File: config.mk
export PLATFORM = sky130hd
export DESIGN_NAME = mem_pattern_tester
export DESIGN_NICKNAME = d
export VERILOG_FILES = /design/src/rtl/mtest_pkg.sv /design/src/rtl/mtest_pattern_gen.sv /design/src/rtl/mtest_region_plan.sv /design/src/rtl/mem_pattern_tester.sv
export SDC_FILE = /design/constraint.sdc
export NUM_CORES = 1
export LEC_CHECK = 0
export BUFFER_PORTS_ARGS = -buffer_cell sky130_fd_sc_hd__buf_2
export CAP_MARGIN = 5
export CELL_PAD_IN_SITES_DETAIL_PLACEMENT = 0
export CELL_PAD_IN_SITES_GLOBAL_PLACEMENT = 2
export CORE_ASPECT_RATIO = 0.75
export CORE_MARGIN = 2
export CORE_UTILIZATION = 31
export CTS_CLUSTER_SIZE = 24
export DETAILED_ROUTE_END_ITERATION = 10
export PLACE_DENSITY_LB_ADDON = 0.12
export SETUP_SLACK_MARGIN = 0.15
export SLEW_MARGIN = 15
export SYNTH_ARGS = -nofsm -noshare
export SYNTH_HDL_FRONTEND = slang
export SYNTH_SLANG_ARGS = --single-unit
File: constraint.sdc
create_clock -name clk -period 6.45 [get_ports clk]
set_clock_uncertainty 0.15 [all_clocks]
set_input_delay 1.29 -clock clk [delete_from_list [all_inputs] [get_ports clk]]
set_output_delay 1.29 -clock clk [all_outputs]
set_load 0.02 [all_outputs]
File: src/rtl/mtest_pkg.sv
// Shared types for the pattern tester: pattern numbering and sequencer states.
package mtest_pkg;
    typedef enum logic [2:0] {
        PAT_ZERO   = 3'd0,
        PAT_ONES   = 3'd1,
        PAT_FIVES  = 3'd2,
        PAT_AAAS   = 3'd3,
        PAT_WALK   = 3'd4,
        PAT_INDEX  = 3'd5,
        PAT_NINDEX = 3'd6
    } pat_mode_t;

    localparam pat_mode_t PAT_LAST = PAT_NINDEX;

    typedef enum logic [2:0] {
        ST_IDLE,
        ST_SETUP,
        ST_WRITE,
        ST_READ,
        ST_DRAIN,
        ST_MODE_END,
        ST_NEXT,
        ST_DONE
    } seq_state_t;
endpackage

File: src/rtl/mtest_pattern_gen.sv
// Pattern value generator.
// Returns the data word that a given pattern assigns to a region-relative
// word index. Purely combinational; assumes the index counts from 0.
module mtest_pattern_gen
    import mtest_pkg::*;
(
    input  pat_mode_t   mode,
    input  logic [31:0] word_idx,
    output logic [31:0] value
);
    // Select the data for the current pattern and index.
    always_comb begin
        unique case (mode)
            PAT_ZERO:   value = 32'h0000_0000;
            PAT_ONES:   value = 32'hFFFF_FFFF;
            PAT_FIVES:  value = 32'h5555_5555;
            PAT_AAAS:   value = 32'hAAAA_AAAA;
            PAT_WALK:   value = 32'h0000_0001 << word_idx[4:0];
            PAT_INDEX:  value = word_idx;
            PAT_NINDEX: value = ~word_idx;
            default:    value = 32'h0000_0000;
        endcase
    end
endmodule

File: src/rtl/mtest_region_plan.sv
// Region planner.
// Turns the latched installed size into the tested size and gives the base
// address and word count of the current region for either test mode.
// Assumes WIN_BYTES is a nonzero multiple of 4 no larger than one unit,
// and that CAP_MB units fit in 32 bits.
module mtest_region_plan #(
    parameter int          MB_LOG2   = 20,
    parameter int          WIN_BYTES = 2048,
    parameter int          CAP_MB    = 256,
    parameter logic [31:0] MEM_BASE  = 32'h0
) (
    input  logic [31:0] size_bytes,
    input  logic        sparse,
    input  logic [31:0] win_idx,
    input  logic        win_hi,
    output logic [31:0] region_base,
    output logic [31:0] region_words,
    output logic [31:0] win_count,
    output logic        empty
);
    localparam logic [32:0] UNIT_BYTES = 33'd1 << MB_LOG2;
    localparam logic [32:0] CAP_BYTES  = 33'(CAP_MB) << MB_LOG2;
    localparam logic [31:0] HI_OFFSET  = 32'(UNIT_BYTES - 33'(WIN_BYTES));
    localparam logic [31:0] WIN_WORDS  = 32'(WIN_BYTES / 4);

    logic [32:0] capped;
    logic [32:0] tested;
    logic [31:0] full_words;

    // Cap the installed size and remove one unit, saturating at zero.
    always_comb begin
        capped     = ({1'b0, size_bytes} > CAP_BYTES) ? CAP_BYTES : {1'b0, size_bytes};
        tested     = (capped > UNIT_BYTES) ? (capped - UNIT_BYTES) : 33'd0;
        full_words = 32'(tested >> 2);
        win_count  = 32'(tested >> MB_LOG2);
    end

    // Pick the region geometry for the active mode.
    always_comb begin
        if (sparse) begin
            region_base  = MEM_BASE + (win_idx << MB_LOG2) + (win_hi ? HI_OFFSET : 32'd0);
            region_words = WIN_WORDS;
            empty        = (win_count == 32'd0);
        end else begin
            region_base  = MEM_BASE;
            region_words = full_words;
            empty        = (full_words == 32'd0);
        end
    end
endmodule

File: src/rtl/mem_pattern_tester.sv
// Fill-and-verify memory pattern tester (top).
// Runs seven patterns per region: one write pass, then one read pass that
// compares each word a cycle after its request. The first mismatch ends
// the run. Assumes a synchronous memory returning read data one cycle after
// the request and a power-of-two WDOG_EVERY.
module mem_pattern_tester
    import mtest_pkg::*;
#(
    parameter int          MB_LOG2    = 20,
    parameter int          WIN_BYTES  = 2048,
    parameter int          CAP_MB     = 256,
    parameter logic [31:0] MEM_BASE   = 32'h0,
    parameter int          WDOG_EVERY = 1024
) (
    input  logic        clk,
    input  logic        rst_n,
    input  logic        start,
    input  logic        sparse_mode,
    input  logic [31:0] mem_size_bytes,
    output logic        mem_req,
    output logic        mem_we,
    output logic [31:0] mem_addr,
    output logic [31:0] mem_wdata,
    input  logic [31:0] mem_rdata,
    output logic        wdog_kick,
    output logic        busy,
    output logic        done,
    output logic        pass,
    output logic [2:0]  fail_mode,
    output logic [31:0] fail_addr,
    output logic [31:0] fail_exp,
    output logic [31:0] fail_got
);
    localparam logic [31:0] WD_MASK = 32'(WDOG_EVERY - 1);

    seq_state_t  state;
    pat_mode_t   mode;
    logic [31:0] idx;
    logic [31:0] win_idx;
    logic        win_hi;
    logic [31:0] cfg_size;
    logic        cfg_sparse;
    logic        failed;

    logic        cmp_valid;
    logic [31:0] cmp_idx;
    logic [31:0] cmp_addr;
    logic [31:0] cmp_exp;

    logic [31:0] region_base;
    logic [31:0] region_words;
    logic [31:0] win_count;
    logic        plan_empty;
    logic [31:0] pat_value;
    logic [31:0] last_idx;

    mtest_region_plan #(
        .MB_LOG2   (MB_LOG2),
        .WIN_BYTES (WIN_BYTES),
        .CAP_MB    (CAP_MB),
        .MEM_BASE  (MEM_BASE)
    ) u_plan (
        .size_bytes   (cfg_size),
        .sparse       (cfg_sparse),
        .win_idx      (win_idx),
        .win_hi       (win_hi),
        .region_base  (region_base),
        .region_words (region_words),
        .win_count    (win_count),
        .empty        (plan_empty)
    );

    mtest_pattern_gen u_pat (
        .mode     (mode),
        .word_idx (idx),
        .value    (pat_value)
    );

    // Drive the memory port from the current state and index.
    always_comb begin
        last_idx  = region_words - 32'd1;
        mem_req   = (state == ST_WRITE) || (state == ST_READ);
        mem_we    = (state == ST_WRITE);
        mem_addr  = region_base + (idx << 2);
        mem_wdata = pat_value;
        busy      = (state != ST_IDLE) && (state != ST_DONE);
    end

    // Sequencer: pass ordering, compare stage, watchdog pulses and results.
    always_ff @(posedge clk) begin
        if (!rst_n) begin
            state      <= ST_IDLE;
            mode       <= PAT_ZERO;
            idx        <= 32'd0;
            win_idx    <= 32'd0;
            win_hi     <= 1'b0;
            cfg_size   <= 32'd0;
            cfg_sparse <= 1'b0;
            failed     <= 1'b0;
            cmp_valid  <= 1'b0;
            cmp_idx    <= 32'd0;
            cmp_addr   <= 32'd0;
            cmp_exp    <= 32'd0;
            wdog_kick  <= 1'b0;
            done       <= 1'b0;
            pass       <= 1'b0;
            fail_mode  <= 3'd0;
            fail_addr  <= 32'd0;
            fail_exp   <= 32'd0;
            fail_got   <= 32'd0;
        end else begin
            wdog_kick <= 1'b0;
            cmp_valid <= 1'b0;
            unique case (state)
                ST_IDLE, ST_DONE: begin
                    if (start) begin
                        cfg_size   <= mem_size_bytes;
                        cfg_sparse <= sparse_mode;
                        done       <= 1'b0;
                        pass       <= 1'b0;
                        failed     <= 1'b0;
                        fail_mode  <= 3'd0;
                        fail_addr  <= 32'd0;
                        fail_exp   <= 32'd0;
                        fail_got   <= 32'd0;
                        mode       <= PAT_ZERO;
                        idx        <= 32'd0;
                        win_idx    <= 32'd0;
                        win_hi     <= 1'b0;
                        state      <= ST_SETUP;
                    end
                end
                ST_SETUP: begin
                    if (plan_empty) begin
                        state <= ST_DONE;
                        done  <= 1'b1;
                        pass  <= 1'b1;
                    end else begin
                        state <= ST_WRITE;
                    end
                end
                ST_WRITE: begin
                    if ((idx & WD_MASK) == 32'd0) wdog_kick <= 1'b1;
                    if (idx == last_idx) begin
                        idx   <= 32'd0;
                        state <= ST_READ;
                    end else begin
                        idx <= idx + 32'd1;
                    end
                end
                ST_READ: begin
                    cmp_valid <= 1'b1;
                    cmp_idx   <= idx;
                    cmp_addr  <= mem_addr;
                    cmp_exp   <= pat_value;
                    if (idx == last_idx) state <= ST_DRAIN;
                    else                 idx   <= idx + 32'd1;
                end
                ST_DRAIN: begin
                    state <= ST_MODE_END;
                end
                ST_MODE_END: begin
                    wdog_kick <= 1'b1;
                    idx       <= 32'd0;
                    if (failed) begin
                        state <= ST_DONE;
                        done  <= 1'b1;
                        pass  <= 1'b0;
                    end else if (mode == PAT_LAST) begin
                        state <= ST_NEXT;
                    end else begin
                        mode  <= pat_mode_t'(mode + 3'd1);
                        state <= ST_WRITE;
                    end
                end
                ST_NEXT: begin
                    mode <= PAT_ZERO;
                    idx  <= 32'd0;
                    if (!cfg_sparse) begin
                        state <= ST_DONE;
                        done  <= 1'b1;
                        pass  <= 1'b1;
                    end else if (!win_hi) begin
                        win_hi <= 1'b1;
                        state  <= ST_WRITE;
                    end else if (win_idx + 32'd1 >= win_count) begin
                        state <= ST_DONE;
                        done  <= 1'b1;
                        pass  <= 1'b1;
                    end else begin
                        win_idx <= win_idx + 32'd1;
                        win_hi  <= 1'b0;
                        state   <= ST_WRITE;
                    end
                end
                default: state <= ST_IDLE;
            endcase

            if (cmp_valid) begin
                if (mem_rdata != cmp_exp) begin
                    failed    <= 1'b1;
                    fail_mode <= mode;
                    fail_addr <= cmp_addr;
                    fail_exp  <= cmp_exp;
                    fail_got  <= mem_rdata;
                    cmp_valid <= 1'b0;
                    state     <= ST_MODE_END;
                end else if ((cmp_idx & WD_MASK) == 32'd0) begin
                    wdog_kick <= 1'b1;
                end
            end
        end
    end
endmodule

---- Word level (Yosys, flattened, before mapping) ----
Index checks and enable logic that the tools add are counted.
storage, ports and cells
  output and inout bits ................... 169
  word-level logic and storage cells ...... 150
  input port bits ......................... 68
  bits in registers ....................... 282
cells by class
  $lt $le $gt $ge ......................... 3
  muxes and demuxes ....................... 72
  reduce and logical (&&, ||, !) cells .... 20
  shift-type cells ........................ 1
  equal/unequal tests ..................... 27
  bitwise operators ....................... 1
  $add $sub $neg .......................... 7
operators by type and width
  cell                      number
  $mux W32                  20
  $pmux W32 S6              1
  $logic_not A32 Y1         4
  $pmux W32 S4              1
  $add A32 B1 Y32 const B   2
  $add A32 B32 Y32          2
  $pmux W32 S2              1
  $mux W3                   18
  $gt A33 B21 Y1 const B    1
  $mux W33                  1
  $sub A33 B21 Y33 const B  1
  $eq A32 B32 Y1            1
  $ge A32 B13 Y1            1
  $gt A32 B29 Y1 const B    1
  $ne A32 B32 Y1            1
  $not A32 Y32              1
  $shl A1 B5 Y32 const A    1
  $sub A32 B1 Y32 const B   1
  $mux W31                  1
  $mux W1                   22
  $eq A3 B3 Y1 const B      7
  $pmux W3 S7               1
  $mux W20                  1
  $ne A2 B2 Y1 const B      9
  19 further kinds          31

---- Depth between registers and ports, before layout ----
  depth after elaboration ................. 11
  depth in mapped cells ................... 34
  gate-level depth less buffers ........... 25

---- Cells and area by module ----
From an unflattened synthesis, not the netlist that was laid out.
unflattened totals
  cells, all modules ...................... 2328
  area, all modules ....................... 17571.9 µm²
modules (own cells, without submodules)
  module              area an instance (µm²)  cells an instance  times used
  mem_pattern_tester  15411.0                 1995               1
  mtest_region_plan   1151.1                  169                1
  mtest_pattern_gen   1009.7                  164                1

---- Worst setup path before layout ----
OpenSTA, ideal clock, no wires.
  path type ............................... register -> register
  start point ............................. register cfg_size[12]
  end point ............................... register idx[26]
  data required time ...................... 6179 ps
  data arrival time ....................... 6383 ps
  cell stages (with the launch flop) ...... 32
  slack ................................... -205 ps
  period minus slack after synthesis ...... 6655 ps
  cell sequence ........................... dfxtp_1 buf_6 or4_4 buf_6 or2_4 buf_6 o31a_1 nor2_1 buf_2 nand2_1 ha_1 nand4_1 o311ai_2 nand2_1 clkbuf_1 nand3_1 ha_1 clkbuf_1 clkbuf_1 nand3_1 o2111ai_1 nor4_1 o311ai_1 or4_1 nor4_1 nand4_1 o21ai_4 and2_1 buf_4 buf_6 nor4_1 mux2_4
between the ends
  word-level cells in the longest chain between the ends .. 9
  elaborated cells on any way between the ends .. 12
  classes of those cells .................. add/sub: 2; order compare: 2; eq/ne: 2; mux: 5; reduce/logical: 1
RTL lines
  item                                                       RTL line                                              source
  start, declared                                            mem_pattern_tester.sv:41                              logic [31:0] cfg_size;
  start signal, assigned                                     mem_pattern_tester.sv:117                             cfg_size <= mem_size_bytes;
  $gt A32 B29 Y1                                             mtest_region_plan.sv:32                               capped = ({1'b0, size_bytes} > CAP_BYTES) ? CAP_BYTES : {1'b0, size_bytes};
  $mux W32 (*)                                               mtest_region_plan.sv:32
  $sub A33 B21 Y33 / $gt A33 B21 Y1 (equally long branches)  mtest_region_plan.sv:33                               tested = (capped > UNIT_BYTES) ? (capped - UNIT_BYTES) : 33'd0;
  $mux W33 (*)                                               mtest_region_plan.sv:33
  $mux W31 (*)                                               mtest_region_plan.sv:40                               if (sparse) begin
  $sub A32 B1 Y32 (*)                                        mem_pattern_tester.sv:81                              last_idx = region_words - 32'd1;
  $eq A32 B32 Y1 (*)                                         mem_pattern_tester.sv:144, mem_pattern_tester.sv:156
  $mux W32 / $ne A2 B2 Y1 (equally long branches)            n/a
  $pmux W32 S4 / $reduce_and A3 Y1 (equally long branches)   n/a
  end signal, assigned                                       mem_pattern_tester.sv:148                             idx <= idx + 32'd1;
  end signal, assigned                                       mem_pattern_tester.sv:157                             else idx <= idx + 32'd1;
  end, declared                                              mem_pattern_tester.sv:38                              logic [31:0] idx;
Mark *: on every way between the ends. The rest lies on a longest branch, timed or not.
A chain may end at the register's enable or synchronous reset.

---- Worst setup path after layout ----
  start point ............................. register win_hi
  end point ............................... output port mem_addr[31]
between the ends
  word-level cells in the longest chain between the ends .. 4
RTL lines
  item                    RTL line                   source
  start, declared         mem_pattern_tester.sv:40   logic win_hi;
  start signal, assigned  mem_pattern_tester.sv:96   win_hi <= 1'b0;
  start signal, assigned  mem_pattern_tester.sv:129  win_hi <= 1'b0;
  start signal, assigned  mem_pattern_tester.sv:184  win_hi <= 1'b1;
  $mux W20                mtest_region_plan.sv:41    region_base = MEM_BASE + (win_idx << MB_LOG2) + (win_hi ? HI_OFFSET : 32'd0);
  $add A32 B32 Y32        mtest_region_plan.sv:41
  $mux W32                mtest_region_plan.sv:40
  $add A32 B32 Y32        mem_pattern_tester.sv:84   mem_addr = region_base + (idx << 2);
  end, declared           mem_pattern_tester.sv:22   output logic [31:0] mem_addr,
Every way passes these cells.

==> flow_metrics.py <==
metrics = {
    "run_status": {
        "status": "completed",
    },
    "global_routing": {
        "track_usage": 0.2393,
        "overflow": 0,
        "top_usage_layer": "met1",
        "met3_usage": 0.04380,
        "gr-usage-met1": 0.3613,
        "met2_usage": 0.3524,
        "grt_antenna_before_repair": 1,
        "grt_pass1_vias": 14250,
        "grt_pass1_wl_um": 92540,
        "grt_max_degree": 95,
    },
    "layout": {
        "final_cell_mix": "dfxtp_1, nand2_1, buf_2",
        "drive_gt1_frac": 0.2057,
        "utilization": 0.3754,
        "stdcell_count": 2738,
        "diodes": 0,
        "multi_input_area_sq_um": 9007,
        "nNetsFinal": 2183,
        "final_common_cell": "dfxtp_1",
        "register_area_sq_um": 5425,
        "area_delta_synth_final_pct": 19.91,
        "fillers": 5104,
    },
    "worst_setup_path": {
        "r2r-end": "idx[26]",
        "max_stage_delay_ps": 430,
        "worstPathRequired_ps": 5010,
        "cp_max_fo": 9,
        "crit_family": "compound AO/OA/AOI/OAI gates",
        "rr_startpoint": "cfg_size[13]",
        "reg2reg_depth": 23,
        "cp-startpoint": "win_hi",
        "crit_type": "flop to output port",
        "cp.arrival_ps": 4520,
        "start_kind": "flop",
        "path_cells": "nand2_2 > inv_4 > ha_1 > inv_1 > fa_1 > nor2b_1 > o21ai_0 > a21boi_0 > o21ai_1 > a211oi_2 > nor2_1 > a2111oi_1 > a2111oi_1 > o21bai_1 > a21o_1 > a31oi_1 > xor2_1 > buf_2",
        "path_depth": 18,
        "r2r_slack_ps": 500,
        "cp_common_cell": "a2111oi_1",
        "endpoint": "mem_addr[31]",
        "endpoint_kind": "output port",
        "critical_path_buf_inv_count": 3,
        "cp_slowest_cell": "dfxtp_1",
    },
    "floorplanning": {
        "die_h_um": 195.9,
        "initial_core_util": 0.3131,
        "rows": 70,
        "die_area_sq_um": 50890,
        "io_pins": 237,
        "core-area_sq_um": 48610,
        "die_width_um": 259.8,
    },
    "power_and_ir_drop": {
        "ir_drop_mv": 0.2715,
        "power.share.switching": 0.4112,
        "power_density_nw_per_um2": 354.8,
        "power_frac_clock": 0.308,
        "seqPwrFrac": 0.289,
        "leakage_uw": 0.007434,
        "p_switching_uw": 2662,
        "p_int_uw": 3812,
        "pwr-share-comb": 0.403,
    },
    "timing": {
        "hold_viol": 0,
        "min_period_ps": 5959,
        "worst_pin_slew_ps": 1160,
        "slew_violations": 0,
        "slew_headroom": 0.2171,
        "rsz0062_at_grt": "no",
        "setup_viol_count_final": 0,
        "finalCritPeriodShare": 0.9239,
        "max_freq_mhz": 167.8,
        "tns_ps": 0,
    },
    "synthesis": {
        "ys_ff_latch": 271,
        "synth_edf_count": 0,
        "synth_cells": 1888,
        "yosysUniqueCellTypes": 91,
        "ys_warn_count": 0,
        "syn_area_per_cell_sq_um": 8.060,
        "yosys.area.top_type": "dfxtp_1",
        "synth_top_area_share": 0.3565,
        "synth_area_leaders": "dfxtp_1, nand2_1, a21oi_1",
        "ys.flop_type": "dfxtp_1",
        "syn_area_sq_um": 15220,
        "ys_async_sr_fraction": 0,
        "ys_seq_area_frac": 0.3565,
    },
    "detailed_routing": {
        "dr.pass1.iters": 5,
        "wl_per_cell_um": 22.66,
        "ant_nets": 0,
        "route.detailed.drc": 0,
        "wl_um": 62040,
        "num_vias": 14970,
        "viasPerCell": 5.469,
        "drt_iter0_drc": 1192,
    },
    "clock_tree": {
        "cts_tree": "done",
        "cts_inserted_buffers": 34,
        "cts_max_level": 2,
        "clock-root-buffer": "clkbuf_16",
        "cts_buffer_depth": 3,
        "clk_latency_ps": 560,
        "cts_sinks": 271,
        "clk_pin_slew_ps": 60,
    },
    "flow_run": {
        "drv_cap": 0,
    },
    "worst_hold_path": {
        "min_path_type": "flop to flop",
        "hold_start": "fail_addr[0]",
    },
    "placed_design": {
        "place_inst": 2677,
        "port_buffers": 234,
        "gp_routability_congestion": 0.9021,
        "dp_hpwl_um": 46480,
    },
}
==> routing by layer <==
metal | part of all wire | vias up
li1 | - | 7174
met1 | 0.50 | 7325
met2 | 0.43 | 426
met3 | 0.060 | 49
met4 | 0.012 | 0
met5 | 0 | -
==> timing repair <==
| action | CTS | global route |
|---|---|---|
| setup endpoints to repair | 2 | 28 |
| hold endpoints to repair | 0 | 0 |
| pin swaps | 0 | 4 |
| hold buffers | 0 | 0 |
| resized for setup | 3 | 10 |
| buffers inserted | 0 | 1 |
==> power by group through the flow <==
stage / logic [uW] / clock network [uW] / registers, uW
2_1_floorplan: 1730 / 0 / 1860
3_3_place_gp: 2580 / 0 / 1910
5_1_grt: 2810 / 2110 / 1890
4_1_cts: 2550 / 2050 / 1870
3_5_place_dp: 2540 / 0 / 1910
6_report: 2610 / 1990 / 1870
==> stage by stage <==
stage          hold WS, ps  power [uW]  setup slack, ps  area (sq um)
2_1_floorplan        286.3        3591            151.2         15250
3_3_place_gp         286.9        4482            363.8         17060
3_5_place_dp         293.7        4442            235.1         17060
4_1_cts              307.0        6471            196.2         18210
5_1_grt              322.0        6800            172.2         18250
6_report             305.9        6475            490.5         18250
==> state kept, by name, indices dropped and copies added (netlist names) <==
signal	cells
cmp_valid	1
fail_exp	32
cmp_addr	21
wdog_kick	1
mode	3
cfg_sparse	1
win_hi	1
state	3
cmp_idx	10
pass	1
done	1
fail_addr	32
fail_got	32
idx	32
fail_mode	3
win_idx	32
cfg_size	32
failed	1
cmp_exp	32
==> layout make-up <==
| type | count | area share |
|---|---|---|
| Inverter | 28 | 0.006034 |
| Timing Repair Buffer | 307 | 0.09600 |
| Sequential cell | 271 | 0.2973 |
| Multi-Input combinational cell | 1424 | 0.4936 |
| Clock buffer | 49 | 0.05252 |
| Clock inverter | 11 | 0.01008 |
| Tap cell | 648 | 0.04443 |
==> cells in the mapped netlist, types with 16 or more instances <==
cell and number:
inv_1 27, nand3_1 80, o31ai_1 19, mux2i_1 37, a31o_2 17, dfxtp_1 271
xor2_1 31, o21ai_0 45, and2_1 45, a22o_1 98, nand4_1 28, or3_1 30
or4_1 21, nand2_1 267, nor2b_1 16, ha_1 48, a31oi_1 17, o2111ai_1 18
nor4_1 17, xnor2_1 64, and3_1 17, clkbuf_1 128, nor2_1 121, a21oi_1 178
nor3_1 38
==> kinds of logic (layout without fill, tap and decap cells) <==
| logic type | Yosys count | after routing | synth area share |
|---|---|---|---|
| flops | 271 | 271 | 0.3565 |
| other cells | 2 | 4 | 0.0004935 |
| buf+inv | 195 | 395 | 0.05616 |
| mux | 39 | 39 | 0.02606 |
| simple gates | 725 | 725 | 0.2320 |
| compound gates | 512 | 512 | 0.2333 |
| fa+ha+maj | 49 | 49 | 0.04078 |
| xor+xnor | 95 | 95 | 0.05468 |
==> worst min path at each step <==
stage	cells after the start	to
finish	1	fail_addr[0]
detailed placement	1	fail_addr[0]
global route	2	cmp_addr[23]
global placement	1	fail_addr[1]
floorplan	2	cfg_size[1]
CTS	1	fail_addr[0]
(Power assumes the default switching activity.)
